[src/rtl/br_pkg.sv]
package br_pkg;
  typedef enum logic [1:0] {K_NONE, K_JUMP, K_CALL, K_IJMP} br_kind_e;

  typedef struct packed {
    logic key;
    logic lz;
    logic uz;
    logic z;
    logic ovf;
    logic hc;
    logic cy;
  } br_flags_t;
endpackage

[src/rtl/br_decode.sv]
module br_decode
  import br_pkg::*;
(
  input  logic [7:0] opcode,
  input  logic       b1_msb,
  output br_kind_e   kind
);
  logic [3:0] grp;
  logic [3:0] code;
  assign grp  = opcode[7:4];
  assign code = opcode[3:0];

  always_comb begin
    kind = K_NONE;
    if (code != 4'h8) begin
      case (grp)
        4'h5:    kind = b1_msb ? K_NONE : K_IJMP;
        4'h6:    kind = K_CALL;
        4'h7:    kind = K_JUMP;
        default: kind = K_NONE;
      endcase
    end
  end
endmodule

[src/rtl/br_cond.sv]
module br_cond
  import br_pkg::*;
(
  input  logic [3:0] code,
  input  br_flags_t  flags,
  output logic       met
);
  logic base;

  always_comb begin
    case (code[2:0])
      3'd0: base = 1'b1;
      3'd1: base = flags.key;
      3'd2: base = flags.lz;
      3'd3: base = flags.uz;
      3'd4: base = ~flags.z;
      3'd5: base = flags.ovf;
      3'd6: base = flags.hc;
      default: base = flags.cy;
    endcase
    met = code[3] ? ~base : base;
  end
endmodule

[src/rtl/br_timing.sv]
module br_timing
  import br_pkg::*;
#(
  parameter int CYC_W          = 5,
  parameter int INSTR_BYTES    = 3,
  parameter int SAVE_PER_BYTE  = 2,
  parameter int CYC_SHORT      = 10,
  parameter int CYC_CALL_TAKEN = 16,
  parameter int CYC_IJMP_TAKEN = 12
) (
  input  br_kind_e         kind,
  input  logic             taken,
  input  logic             int_rom,
  output logic [CYC_W-1:0] cycles
);
  localparam int ROM_SAVE = INSTR_BYTES * SAVE_PER_BYTE;

  logic [CYC_W-1:0] base;

  always_comb begin
    case (kind)
      K_CALL:  base = taken ? CYC_W'(CYC_CALL_TAKEN) : CYC_W'(CYC_SHORT);
      K_JUMP:  base = CYC_W'(CYC_SHORT);
      K_IJMP:  base = taken ? CYC_W'(CYC_IJMP_TAKEN) : CYC_W'(CYC_SHORT);
      default: base = '0;
    endcase
    if (kind != K_NONE && int_rom) cycles = base - CYC_W'(ROM_SAVE);
    else                           cycles = base;
  end
endmodule

[src/rtl/branch_resolver.sv]
module branch_resolver
  import br_pkg::*;
#(
  parameter int ADDR_W         = 16,
  parameter int CYC_W          = 5,
  parameter int INSTR_BYTES    = 3,
  parameter int SAVE_PER_BYTE  = 2,
  parameter int CYC_SHORT      = 10,
  parameter int CYC_CALL_TAKEN = 16,
  parameter int CYC_IJMP_TAKEN = 12
) (
  input  logic              clk,
  input  logic              rst,
  input  logic              in_valid,
  input  logic [7:0]        opcode,
  input  logic [7:0]        op_b1,
  input  logic [7:0]        op_b2,
  input  logic [7:0]        reg_lo,
  input  logic [7:0]        reg_hi,
  input  logic [ADDR_W-1:0] pc_in,
  input  logic              flg_zero,
  input  logic              flg_lz,
  input  logic              flg_uz,
  input  logic              flg_ovf,
  input  logic              flg_hc,
  input  logic              flg_cy,
  input  logic              key_down,
  input  logic              int_rom,
  output logic              res_valid,
  output logic              res_branch,
  output logic              res_taken,
  output logic [ADDR_W-1:0] target,
  output logic [ADDR_W-1:0] next_pc,
  output logic              push_req,
  output logic [ADDR_W-1:0] ret_addr,
  output logic [CYC_W-1:0]  res_cycles
);
  br_kind_e         kind;
  br_flags_t        flags;
  logic             met;
  logic             taken_c;
  logic [CYC_W-1:0] cyc_c;
  logic [ADDR_W-1:0] tgt_c;
  logic [ADDR_W-1:0] seq_c;

  assign flags = '{key: key_down, lz: flg_lz, uz: flg_uz, z: flg_zero,
                   ovf: flg_ovf, hc: flg_hc, cy: flg_cy};

  br_decode u_dec (.opcode(opcode), .b1_msb(op_b1[7]), .kind(kind));
  br_cond   u_cond (.code(opcode[3:0]), .flags(flags), .met(met));

  assign taken_c = (kind != K_NONE) && met;

  br_timing #(
    .CYC_W(CYC_W), .INSTR_BYTES(INSTR_BYTES), .SAVE_PER_BYTE(SAVE_PER_BYTE),
    .CYC_SHORT(CYC_SHORT), .CYC_CALL_TAKEN(CYC_CALL_TAKEN),
    .CYC_IJMP_TAKEN(CYC_IJMP_TAKEN)
  ) u_tim (.kind(kind), .taken(taken_c), .int_rom(int_rom), .cycles(cyc_c));

  assign tgt_c = (kind == K_IJMP) ? ADDR_W'({reg_hi, reg_lo})
                                  : ADDR_W'({op_b1, op_b2});
  assign seq_c = pc_in + ADDR_W'(INSTR_BYTES);

  always_ff @(posedge clk) begin
    if (rst) begin
      res_valid  <= 1'b0;
      res_branch <= 1'b0;
      res_taken  <= 1'b0;
      push_req   <= 1'b0;
      target     <= '0;
      next_pc    <= '0;
      ret_addr   <= '0;
      res_cycles <= '0;
    end else begin
      res_valid <= in_valid;
      if (in_valid) begin
        res_branch <= (kind != K_NONE);
        res_taken  <= taken_c;
        push_req   <= taken_c && (kind == K_CALL);
        target     <= tgt_c;
        next_pc    <= taken_c ? tgt_c : seq_c;
        ret_addr   <= seq_c;
        res_cycles <= cyc_c;
      end else begin
        res_taken <= 1'b0;
        push_req  <= 1'b0;
      end
    end
  end

  p_push_needs_taken_r10: assert property (@(posedge clk) disable iff (rst)
    push_req |-> res_taken);
  p_taken_is_branch_r5: assert property (@(posedge clk) disable iff (rst)
    res_taken |-> res_branch);
  p_one_cycle_latency_r12: assert property (@(posedge clk) disable iff (rst)
    in_valid |=> res_valid);
  p_taken_follows_target_r11: assert property (@(posedge clk) disable iff (rst)
    (res_valid && res_taken) |-> (next_pc == target));
  p_nonbranch_zero_cycles_r5: assert property (@(posedge clk) disable iff (rst)
    (res_valid && !res_branch) |-> (res_cycles == '0));
  p_branch_cycles_bounded_r6: assert property (@(posedge clk) disable iff (rst)
    (res_valid && res_branch) |-> (res_cycles <= CYC_W'(CYC_CALL_TAKEN)));
endmodule

[config.mk]
export PLATFORM = sky130hd
export DESIGN_NAME = branch_resolver
export DESIGN_NICKNAME = d
export VERILOG_FILES = /design/src/rtl/br_pkg.sv /design/src/rtl/br_decode.sv /design/src/rtl/br_cond.sv /design/src/rtl/br_timing.sv /design/src/rtl/branch_resolver.sv
export SDC_FILE = /design/constraint.sdc
export NUM_CORES = 1
export LEC_CHECK = 0
export BUFFER_PORTS_ARGS = -buffer_cell sky130_fd_sc_hd__buf_2
export CORE_MARGIN = 3
export CORE_UTILIZATION = 43
export CTS_CLUSTER_SIZE = 12
export DETAILED_ROUTE_END_ITERATION = 10
export GPL_TIMING_DRIVEN = 0
export PLACE_DENSITY_LB_ADDON = 0.25
export SYNTH_ARGS = -nofsm -noshare
export SYNTH_HDL_FRONTEND = slang
export SYNTH_SLANG_ARGS = --single-unit
[constraint.sdc]
create_clock -name clk -period 2.9 [get_ports clk]
set_input_delay 0.725 -clock clk [delete_from_list [all_inputs] [get_ports clk]]
set_output_delay 0.725 -clock clk [all_outputs]
set_load 0.02 [all_outputs]
==> impl_results.md <==
- Outcome: complete, no violations
- Fraction of registers with async set/reset: 0%
- Setup violators final: 0
- Chip width: just under 90 um
- Core Area: 6420 um2
- Slowest CP cell: a311o_4
- CTS Buffer Depth: 2
- PwrDens: 455 nW/um2
- Final WS setup: 121 ps
- First-pass GRT wire length: 13.4 mm
- Post-route clock period utilization: 95.8%
- Most numerous cell in the Yosys netlist: dfxtp_1
- Crit Path Class: input port to flop
- Slew Viols, Final: 0
- Synth cell types: 53
- Gr usage total: 22.2%
- CTS clk-pin slew, worst paths: 100 ps
- Delay of the slowest critical-path stage: 450 ps
- Placed Cells: 513
- Via count: 2,920
- Most area-consuming cells after synthesis: dfxtp_1, mux2i_1, nor2_1
- Drt initial violations: 103
- Synth top cells by count: dfxtp_1, nor2_1, a211oi_1, mux2i_1, clkbuf_1
- Grt ovf: 0
- Worst VDD drop: 260 uV
- CTS tree: yes
- DRT Pass-1 Iters: 4
- Worst-margin pin slew: 777 ps
- Num ports: roughly 120
- Hpwl dp: roughly 6.7 mm
- Worst EP required: between 3000 and 4000 ps
- Initial antenna violation count: 0
- Critical path fanouts, max: 6
- H-tree Lvls: 2
- Largest net degree at the start of global routing: 18
- Ys Warns: 0
- WL/cell: 16.7 um
- Cell taking the most area after synthesis: dfxtp_1
- EDFF count, synth: 0
- Fillers: 616
- Sequential fraction of the synthesis area: 38.8%
- # DRC: 0
- Synth Area per Inst: around 9 um2
- Area after DPL: 3590 um2
- Final GP Congestion: 0.847
- Cell Area, Synth: around 2900 um2
- Final nets: between 500 and 600
- Crit-path cells: buf_2 -> mux2_4 -> a311o_4 -> o21ai_0 -> nand2_2 -> o21a_1 -> ha_1 -> nand2b_1 -> and4_1 -> o31ai_2
- Fmax: ~360 MHz
- Worst path arrival time: 3010 ps
- Post-Route Setup TNS: 0 ps
- Hold Crit Class: flop to flop
- Layout cells sized above 1: ~37%
- Total power: 1680 uW
- Post-DRT Antenna Nets: 0
- CTS sink count: 56
- Slew headroom: 48.2%
- Top cell type's share of synthesized area: about two fifths
- Endpoints failing hold: 0
- Worst setup SP type: input port
- Total CTS buffers: 5
- Worst slack, placed: -189 ps
- FF+latch count, synth: 56
- Top_reg_cell synth: dfxtp_1
- Post-CTS Resized: 0
- Final Instance Area: 3690 um2
- WL final: approximately 8.7 mm
- Root Driver: clkbuf_8
- IO buf count: 122
- Period minus WS final: 2780 ps
- Vias in the first global route: 2,696
- Critical Path End Type: flop
- Site Rows: 29
- Vias per cell: 5.62
- Chip height: 87.9 um
- Diodes inserted: 0
- Post-CTS Setup Repair Bufs: 0
- Layout Skew: 0 ps
- Max Cap Viol: 0
- Synthesized Nets: 383
- Final std cells w/o fill: 520
- Post-CTS Hold Fix Bufs: 0
- Die area: 7730 um2
- Area Growth Syn to Fin: 27.9%
- Initial Util: between 40 and 50%
- Synth Instances: 314
- RSZ-0062 raised after global routing: false
- Clk_lat worst skew: 310 ps
- Leak Pwr: about 0.0017 uW
## cell families after synthesis
group           Yosys count  share of synthesized area, %
compound gates           61                          17.7
xor+xnor                 14                          4.25
fa+ha+maj                 2                         0.867
buf+inv                  32                          4.85
flops                    56                          38.8
mux                      30                          11.0
other cells               1                         0.130
simple gates            118                          22.3
## routing by layer
layer  vias up  global-route usage (%)  wire length (um)  share of wire [%]
met5         -                       0                 0                  0
met4         0                    6.28               134                1.5
met3        11                    4.89               613                7.1
met2       113                    36.6              4060                 47
met1      1375                    29.3              3860                 45
li1       1421                       -                 -                  -
## flip-flops by register name, indices dropped and copies added, names as in the netlist
name        cells
next_pc        16
ret_addr       16
target         16
res_cycles      4
push_req        1
res_branch      1
res_taken       1
res_valid       1
## worst paths after layout
path,start,end,slack (ps),cells after the start
setup reg to reg,next_pc[5]$_SDFFE_PP0P_,next_pc[5]$_SDFFE_PP0P_,1900,2
hold / removal,res_cycles[4]$_SDFFE_PP0P_,res_cycles[4]$_SDFFE_PP0P_,470,2
hold reg to reg,res_cycles[4]$_SDFFE_PP0P_,res_cycles[4]$_SDFFE_PP0P_,470,2
setup / recovery,opcode[0],res_cycles[3]$_SDFFE_PP0P_,120,10
## placed cells by master (no fill, tap or decap), types with 2 or more instances in the layout
| cell | instances |
|---|---|
| o21ai_0 | 4 |
| clkbuf_1 | 15 |
| dfxtp_1 | 56 |
| inv_1 | 11 |
| nand4_1 | 2 |
| xor2_1 | 2 |
| o311ai_0 | 7 |
| o211ai_1 | 6 |
| or4_1 | 7 |
| xnor2_1 | 12 |
| nor2_1 | 45 |
| or3b_2 | 7 |
| a21oi_1 | 2 |
| mux2_2 | 10 |
| nand2_1 | 11 |
| ha_1 | 2 |
| nor3_1 | 7 |
| nor4_1 | 9 |
| nor2b_1 | 4 |
| nor3b_1 | 8 |
| mux2i_1 | 19 |
| buf_2 | 123 |
| nand2b_1 | 4 |
| a311o_1 | 6 |
| clkbuf_8 | 5 |
| a311oi_1 | 2 |
| buf_4 | 3 |
| a211oi_1 | 20 |
| nand3_1 | 5 |
| nand3b_1 | 2 |
## stage by stage
step,util (%),hold slack (ps)
6_report,57.5,467
5_1_grt,57.5,499
2_1_floorplan,-,532
3_5_place_dp,56.0,433
3_3_place_gp,56.0,444
4_1_cts,57.3,466
## report_power, final
group / total (uW) / switching [uW] / internal [uW]
sequential: 845 / 24.6 / 820
combinational: 399 / 242 / 157
clock: 435 / 266 / 169
total: 1680 / 532 / 1150
## layout make-up
type	instances	area, um2	area share [%]
inverter	11	41.3	1.12
multi-input combinational	226	1640	44.4
sequential	56	1120	30.4
tap	77	96.3	2.61
clock buffer	5	68.8	1.86
clock inverter	2	16.3	0.441
timing repair buffer	122	611	16.5
buffer	21	98.8	2.68
## critical path, delay by kind of cell
kind | cells | cell delay (ps)
buffers and inverters | 1 | 150
muxes | 1 | 320
and+or+nand+nor | 3 | 490
AOI/OAI and AO/OA | 4 | 1170
adders and majority gates | 1 | 160
(Power assumes the default switching activity.)
